--- config.mk ---
export PLATFORM = sky130hd
export DESIGN_NAME = tmr_ccp_channel
export DESIGN_NICKNAME = d
export VERILOG_FILES = /design/src/rtl/tccp_pkg.sv /design/src/rtl/tccp_edge_sync.sv /design/src/rtl/tccp_cmp.sv /design/src/rtl/tccp_cap.sv /design/src/rtl/tmr_ccp_channel.sv
export SDC_FILE = /design/constraint.sdc
export NUM_CORES = 1
export LEC_CHECK = 0
export ABC_AREA = 1
export BUFFER_PORTS_ARGS = -buffer_cell sky130_fd_sc_hd__buf_2
export CORE_MARGIN = 2
export CORE_UTILIZATION = 51
export DETAILED_ROUTE_END_ITERATION = 8
export GPL_TIMING_DRIVEN = 0
export PLACE_DENSITY = 0.88
export SLEW_MARGIN = 20
export SYNTH_ARGS = -nofsm -noshare
export SYNTH_HDL_FRONTEND = slang
export SYNTH_SLANG_ARGS = --single-unit
--- constraint.sdc ---
create_clock -name clk -period 3.7 [get_ports clk]
set_clock_uncertainty 0.05 [all_clocks]
set_input_delay 0.37 -clock clk [delete_from_list [all_inputs] [get_ports clk]]
set_output_delay 0.37 -clock clk [all_outputs]
set_load 0.02 [all_outputs]
--- src/rtl/tccp_pkg.sv ---
package tccp_pkg;
  localparam int MODE_W = 4;

  typedef enum logic [1:0] {
    ACT_HOLD = 2'b00,
    ACT_LOW  = 2'b01,
    ACT_HIGH = 2'b10,
    ACT_TOG  = 2'b11
  } act_e;

  // Starting pin level for a freshly written mode.
  function automatic logic start_level(input logic is_cap, input logic lvl_bit);
    return !is_cap && lvl_bit;
  endfunction

  // Output enable: output mode with a real match action.
  function automatic logic drive_on(input logic is_cap, input logic [1:0] act);
    return !is_cap && (act != ACT_HOLD);
  endfunction

  // Pin level after a compare match.
  function automatic logic next_pin(input logic [1:0] act, input logic cur);
    case (act_e'(act))
      ACT_LOW:  return 1'b0;
      ACT_HIGH: return 1'b1;
      ACT_TOG:  return !cur;
      default:  return cur;
    endcase
  endfunction

  // Pin-edge selection for capture codes 10xx.
  function automatic logic pin_hit(input logic [1:0] sel, input logic rise, input logic fall);
    if (sel[1]) return rise || fall;
    return sel[0] ? fall : rise;
  endfunction
endpackage

--- src/rtl/tccp_edge_sync.sv ---
module tccp_edge_sync #(
  parameter int STAGES = 2
) (
  input  logic clk,
  input  logic rst_n,
  input  logic din,
  output logic rise,
  output logic fall
);
  localparam int DEPTH = STAGES + 1;
  logic [DEPTH-1:0] shreg;

  always_ff @(posedge clk) begin
    if (!rst_n) shreg <= '0;
    else        shreg <= {shreg[DEPTH-2:0], din};
  end

  assign rise = shreg[STAGES-1] && !shreg[STAGES];
  assign fall = !shreg[STAGES-1] && shreg[STAGES];
endmodule

--- src/rtl/tccp_cmp.sv ---
module tccp_cmp
  import tccp_pkg::*;
#(
  parameter int CNT_W = 16
) (
  input  logic              clk,
  input  logic              rst_n,
  input  logic              mode_wr,
  input  logic [MODE_W-1:0] mode_new,
  input  logic [MODE_W-1:0] mode_q,
  input  logic [CNT_W-1:0]  cnt_val,
  input  logic              cnt_en,
  input  logic [CNT_W-1:0]  gr_q,
  input  logic              buf_mode,
  output logic              match,
  output logic              pin_q
);
  assign match = !mode_q[3] && !buf_mode && cnt_en && (cnt_val == gr_q);

  always_ff @(posedge clk) begin
    if (!rst_n)       pin_q <= 1'b0;
    else if (mode_wr) pin_q <= start_level(mode_new[3], mode_new[2]);
    else if (match)   pin_q <= next_pin(mode_q[1:0], pin_q);
  end

  AST_PIN_STEADY: assert property (@(posedge clk) disable iff (!rst_n)
    (!mode_wr && !match) |=> $stable(pin_q));
  AST_TOGGLE_FLIPS: assert property (@(posedge clk) disable iff (!rst_n)
    (!mode_wr && match && mode_q[1:0] == 2'b11) |=> (pin_q != $past(pin_q)));
  AST_DISABLED_KEEPS: assert property (@(posedge clk) disable iff (!rst_n)
    (!mode_wr && mode_q[1:0] == 2'b00) |=> $stable(pin_q));
endmodule

--- src/rtl/tccp_cap.sv ---
module tccp_cap
  import tccp_pkg::*;
#(
  parameter int CNT_W = 16
) (
  input  logic              clk,
  input  logic              rst_n,
  input  logic [MODE_W-1:0] mode_q,
  input  logic              rise,
  input  logic              fall,
  input  logic              nbr_evt,
  input  logic              nbr_fast,
  input  logic              buf_mode,
  input  logic [CNT_W-1:0]  cnt_val,
  input  logic              reg_wr,
  input  logic [CNT_W-1:0]  reg_in,
  output logic              cap_fire,
  output logic [CNT_W-1:0]  gr_q
);
  logic src_hit;

  always_comb begin
    if (mode_q[2]) src_hit = nbr_evt && !nbr_fast;
    else           src_hit = pin_hit(mode_q[1:0], rise, fall);
  end

  assign cap_fire = mode_q[3] && !buf_mode && src_hit;

  always_ff @(posedge clk) begin
    if (!rst_n)        gr_q <= '0;
    else if (cap_fire) gr_q <= cnt_val;
    else if (reg_wr)   gr_q <= reg_in;
  end

  AST_CAP_LOADS: assert property (@(posedge clk) disable iff (!rst_n)
    cap_fire |=> (gr_q == $past(cnt_val)));
  AST_GR_HOLD: assert property (@(posedge clk) disable iff (!rst_n)
    (!cap_fire && !reg_wr) |=> $stable(gr_q));
endmodule

--- src/rtl/tmr_ccp_channel.sv ---
module tmr_ccp_channel
  import tccp_pkg::*;
#(
  parameter int CNT_W       = 16,
  parameter int SYNC_STAGES = 2
) (
  input  logic              clk,
  input  logic              rst_n,
  input  logic              mode_wr,
  input  logic [3:0]        mode_in,
  input  logic              reg_wr,
  input  logic [CNT_W-1:0]  reg_in,
  input  logic [CNT_W-1:0]  cnt_val,
  input  logic              cnt_en,
  input  logic              pin_in,
  input  logic              nbr_evt,
  input  logic              buf_mode,
  input  logic              nbr_fast,
  output logic              pin_out,
  output logic              pin_oe,
  output logic              evt_flag,
  output logic [CNT_W-1:0]  gr_val
);
  logic [MODE_W-1:0] mode_q;
  logic              rise_w, fall_w;
  logic              match_w, cap_w;
  logic              pin_w, evt_q;
  logic [CNT_W-1:0]  gr_w;

  always_ff @(posedge clk) begin
    if (!rst_n) begin
      mode_q <= '0;
      evt_q  <= 1'b0;
    end else begin
      if (mode_wr) mode_q <= mode_in;
      evt_q <= match_w || cap_w;
    end
  end

  tccp_edge_sync #(.STAGES(SYNC_STAGES)) u_sync (
    .clk(clk), .rst_n(rst_n), .din(pin_in), .rise(rise_w), .fall(fall_w)
  );

  tccp_cmp #(.CNT_W(CNT_W)) u_cmp (
    .clk(clk), .rst_n(rst_n), .mode_wr(mode_wr), .mode_new(mode_in),
    .mode_q(mode_q), .cnt_val(cnt_val), .cnt_en(cnt_en), .gr_q(gr_w),
    .buf_mode(buf_mode), .match(match_w), .pin_q(pin_w)
  );

  tccp_cap #(.CNT_W(CNT_W)) u_cap (
    .clk(clk), .rst_n(rst_n), .mode_q(mode_q), .rise(rise_w), .fall(fall_w),
    .nbr_evt(nbr_evt), .nbr_fast(nbr_fast), .buf_mode(buf_mode),
    .cnt_val(cnt_val), .reg_wr(reg_wr), .reg_in(reg_in),
    .cap_fire(cap_w), .gr_q(gr_w)
  );

  assign pin_out  = pin_w;
  assign pin_oe   = drive_on(mode_q[3], mode_q[1:0]);
  assign evt_flag = evt_q;
  assign gr_val   = gr_w;

  AST_OE_OUT_ONLY: assert property (@(posedge clk) disable iff (!rst_n)
    pin_oe |-> !mode_q[3]);
  AST_NO_EN_QUIET: assert property (@(posedge clk) disable iff (!rst_n)
    (!cnt_en && !mode_q[3]) |=> !evt_flag);
  AST_BUF_QUIET: assert property (@(posedge clk) disable iff (!rst_n)
    buf_mode |=> !evt_flag);
  AST_FAST_NBR_QUIET: assert property (@(posedge clk) disable iff (!rst_n)
    (mode_q[3:2] == 2'b11 && nbr_fast) |=> !evt_flag);
endmodule

==> run summary <==
area grow syn2layout - 24.5%
post-CTS setup buffer count - 0
FF-to-FF path depth - 9
min Tclk post-route - 1.60 ns
worst path cell trace - inv_1 > ha_1 > nand2_1 > nand3_2 > nand2_2 > nand4_4 > buf_6 > nor2_2 > a211oi_2
hold buffer count at cts - 0
CTS Sinks - 25
Post-synth EDFFs - 0
CP Launch Type - register
syn nets - 248
RD Place Congestion - 0.793
FF-to-FF setup slack - 2.10 ns
Yosys reg bits - 25
PwrDens - 306 nW/µm²
IO buf count - 62
fin crit share - 0.432
Tot Pwr - 0.584 mW
Clk pwr share - 0.210
first-pass GRT wire length - 5340 µm
DRT Pass-1 Iters - 6
die span in y - 58.8 µm
status - finished, violations left
largest net degree at the start of global routing - 14
Ant. Diodes - 0
sequential power share - 0.516
Worst R2R End - u_cap.gr_q[1]
Mapped Cells - 201
io pins - 64
leakage - 0.973 nW
TNS Setup - 0 ns
Core Footprint - 2810 µm²
commonest cells after routing, fill and taps aside - 65 x buf_2, 37 x nand2_1, 27 x nor2_1
DIE WIDTH - 58.8 µm
max cap viols - 0
switching power - 0.185 mW
final net count - 315
full die area - 3460 µm²
Clk Latency, worst-skew pair - 0.32 ns
commonest non-fill, non-tap cell in the layout - buf_2
Critical Path Source - u_sync.shreg[1]
Post-CTS Resized - 0
register area share after synthesis - 0.326
RR Startpoint - u_sync.shreg[1]
layout cell share with drive strength beyond 1 - 0.408
VDD IR max - 244 µV
Critical Path RT - 3.86 ns
Max Slew Vio Count - 0
worst-margin pin slew - 0.287 ns
CTS tree - done
commonest register cell after synthesis - dfxtp_1
FP Rows - 19
clock transition at the registers of the reported paths - 0.13 ns
switch share - 0.317
total number of vias - 1,477
Synth Warn # - 0
WS Path Type - register to register
H-tree levels - 1
Synth async-reset ratio - 0
Setup crit end - u_cap.gr_q[1]
violated checks - DRC
grt total ovfl - 0
initial core utilization - 0.547
vias in the first global route - 1,265
wire length per cell - 11.4 µm
Hold Crit Class - primary input to register
Total GRT Usage - 0.200
Residual DRC - 5
CP max stage cell - dfxtp_1
Post-DP HPWL - 2670 µm
Crit path arrival time - 1.76 ns
CP max FO - 10
mean cell area of the mapped netlist - 7.63 µm²
Util after Layout - 0.681
Fin. Hold Viols - 0
Clock Path Buffers - 2
Worst path max stage delay - 0.38 ns
internal power - 0.399 mW
Slew HR - 0.808
initial DRC count - 71
TritonCTS Buffers - 3
Logic pwr share - 0.274
antenna violations before repair - 0
RSZ-0062 raised after global routing - no
# setup viols final - 0
clock root cell - clkbuf_4
Max Freq - 625 MHz
DR vias/cell - 4.96
drt total wl - 3390 µm
post-synth cell types - 27
CP endpoint kind - register
Antenna Nets Post-Route - 0
synthesized cell area - 1530 µm²
[cells in the mapped netlist, types with 2 or more instances]
cell type	instances	area, µm²
a211oi_2	16	200
a21oi_1	13	65.1
buf_2	3	15.0
buf_6	3	33.8
dfxtp_1	25	500
ha_1	2	25.0
inv_1	26	97.6
inv_2	2	7.51
mux2i_1	8	80.1
nand2_1	37	139
nand2_2	2	12.5
nand3_1	4	20.0
nor2_1	27	101
nor2_2	14	87.6
o21ai_0	2	10.0
xnor2_1	6	52.6
[critical path: cells and delay by family, from the launching register on]
| family | cells | cell delay (ns) |
|---|---|---|
| buffers and inverters | 2 | 0.26 |
| AND/OR/NAND/NOR | 5 | 0.49 |
| AO/OA/AOI/OAI | 1 | 0.04 |
| adder cells (fa/ha/maj) | 1 | 0.28 |
| flip-flops | 1 | 0.38 |
[registers in the layout (all words and copies together), names as in the netlist]
name / flops
u_cap.gr_q: 16
mode_q: 4
u_cmp.pin_q: 1
evt_flag: 1
u_sync.shreg: 3
[per-stage QoR]
stage,area (µm²),cells,setup slack [ns],hold WS (ns)
4_1_cts,1910,298,2.08,0.170
3_3_place_gp,1880,294,2.14,0.343
2_1_floorplan,1530,201,2.26,0.340
3_5_place_dp,1880,294,2.10,0.357
5_1_grt,1910,298,1.99,0.171
6_report,1910,298,2.10,0.173
[final cells by class]
cell class	instances	area [µm²]
Inverter	30	114
Clock buffer	4	26.3
Sequential cell	25	500
Fill cell	252	896
Buffer	7	53.8
Timing Repair Buffer	62	310
Multi-Input combinational cell	139	866
Tap cell	31	38.8
[cell families after synthesis]
family,Yosys count,share of synthesized area
DFF,25,0.326
AOI/OAI and AO/OA,33,0.188
buffers and inverters,37,0.109
xor gates and xnor gates,7,0.0400
adders and majority gates,2,0.0163
muxes,8,0.0522
and+or+nand+nor,89,0.268
[power by group through the flow]
stage | Clock (mW) | Sequential, mW | Combinational, mW
CTS | 0.123 | 0.301 | 0.162
detailed placement | 0 | 0.307 | 0.161
global route | 0.131 | 0.304 | 0.176
floorplan | 0 | 0.323 | 0.0868
global placement | 0 | 0.307 | 0.158
finish | 0.123 | 0.302 | 0.160
[worst min path at each step]
stage | startpoint | to | cells past startpoint
2_1_floorplan | u_sync.shreg[0] | u_sync.shreg[1] | 2
3_3_place_gp | u_sync.shreg[0] | u_sync.shreg[1] | 2
3_5_place_dp | u_sync.shreg[0] | u_sync.shreg[1] | 2
4_1_cts | pin_in | u_sync.shreg[0] | 3
5_1_grt | pin_in | u_sync.shreg[0] | 3
6_report | pin_in | u_sync.shreg[0] | 3
[routing by layer]
layer	up-vias	global-route usage	routed length (µm)
met1	661	0.254	1520
met2	45	0.357	1640
met3	3	0.0264	212
met4	0	0.0487	22
met5	-	0	0
li1	768	-	-
Power figures use the tool's default switching activity.
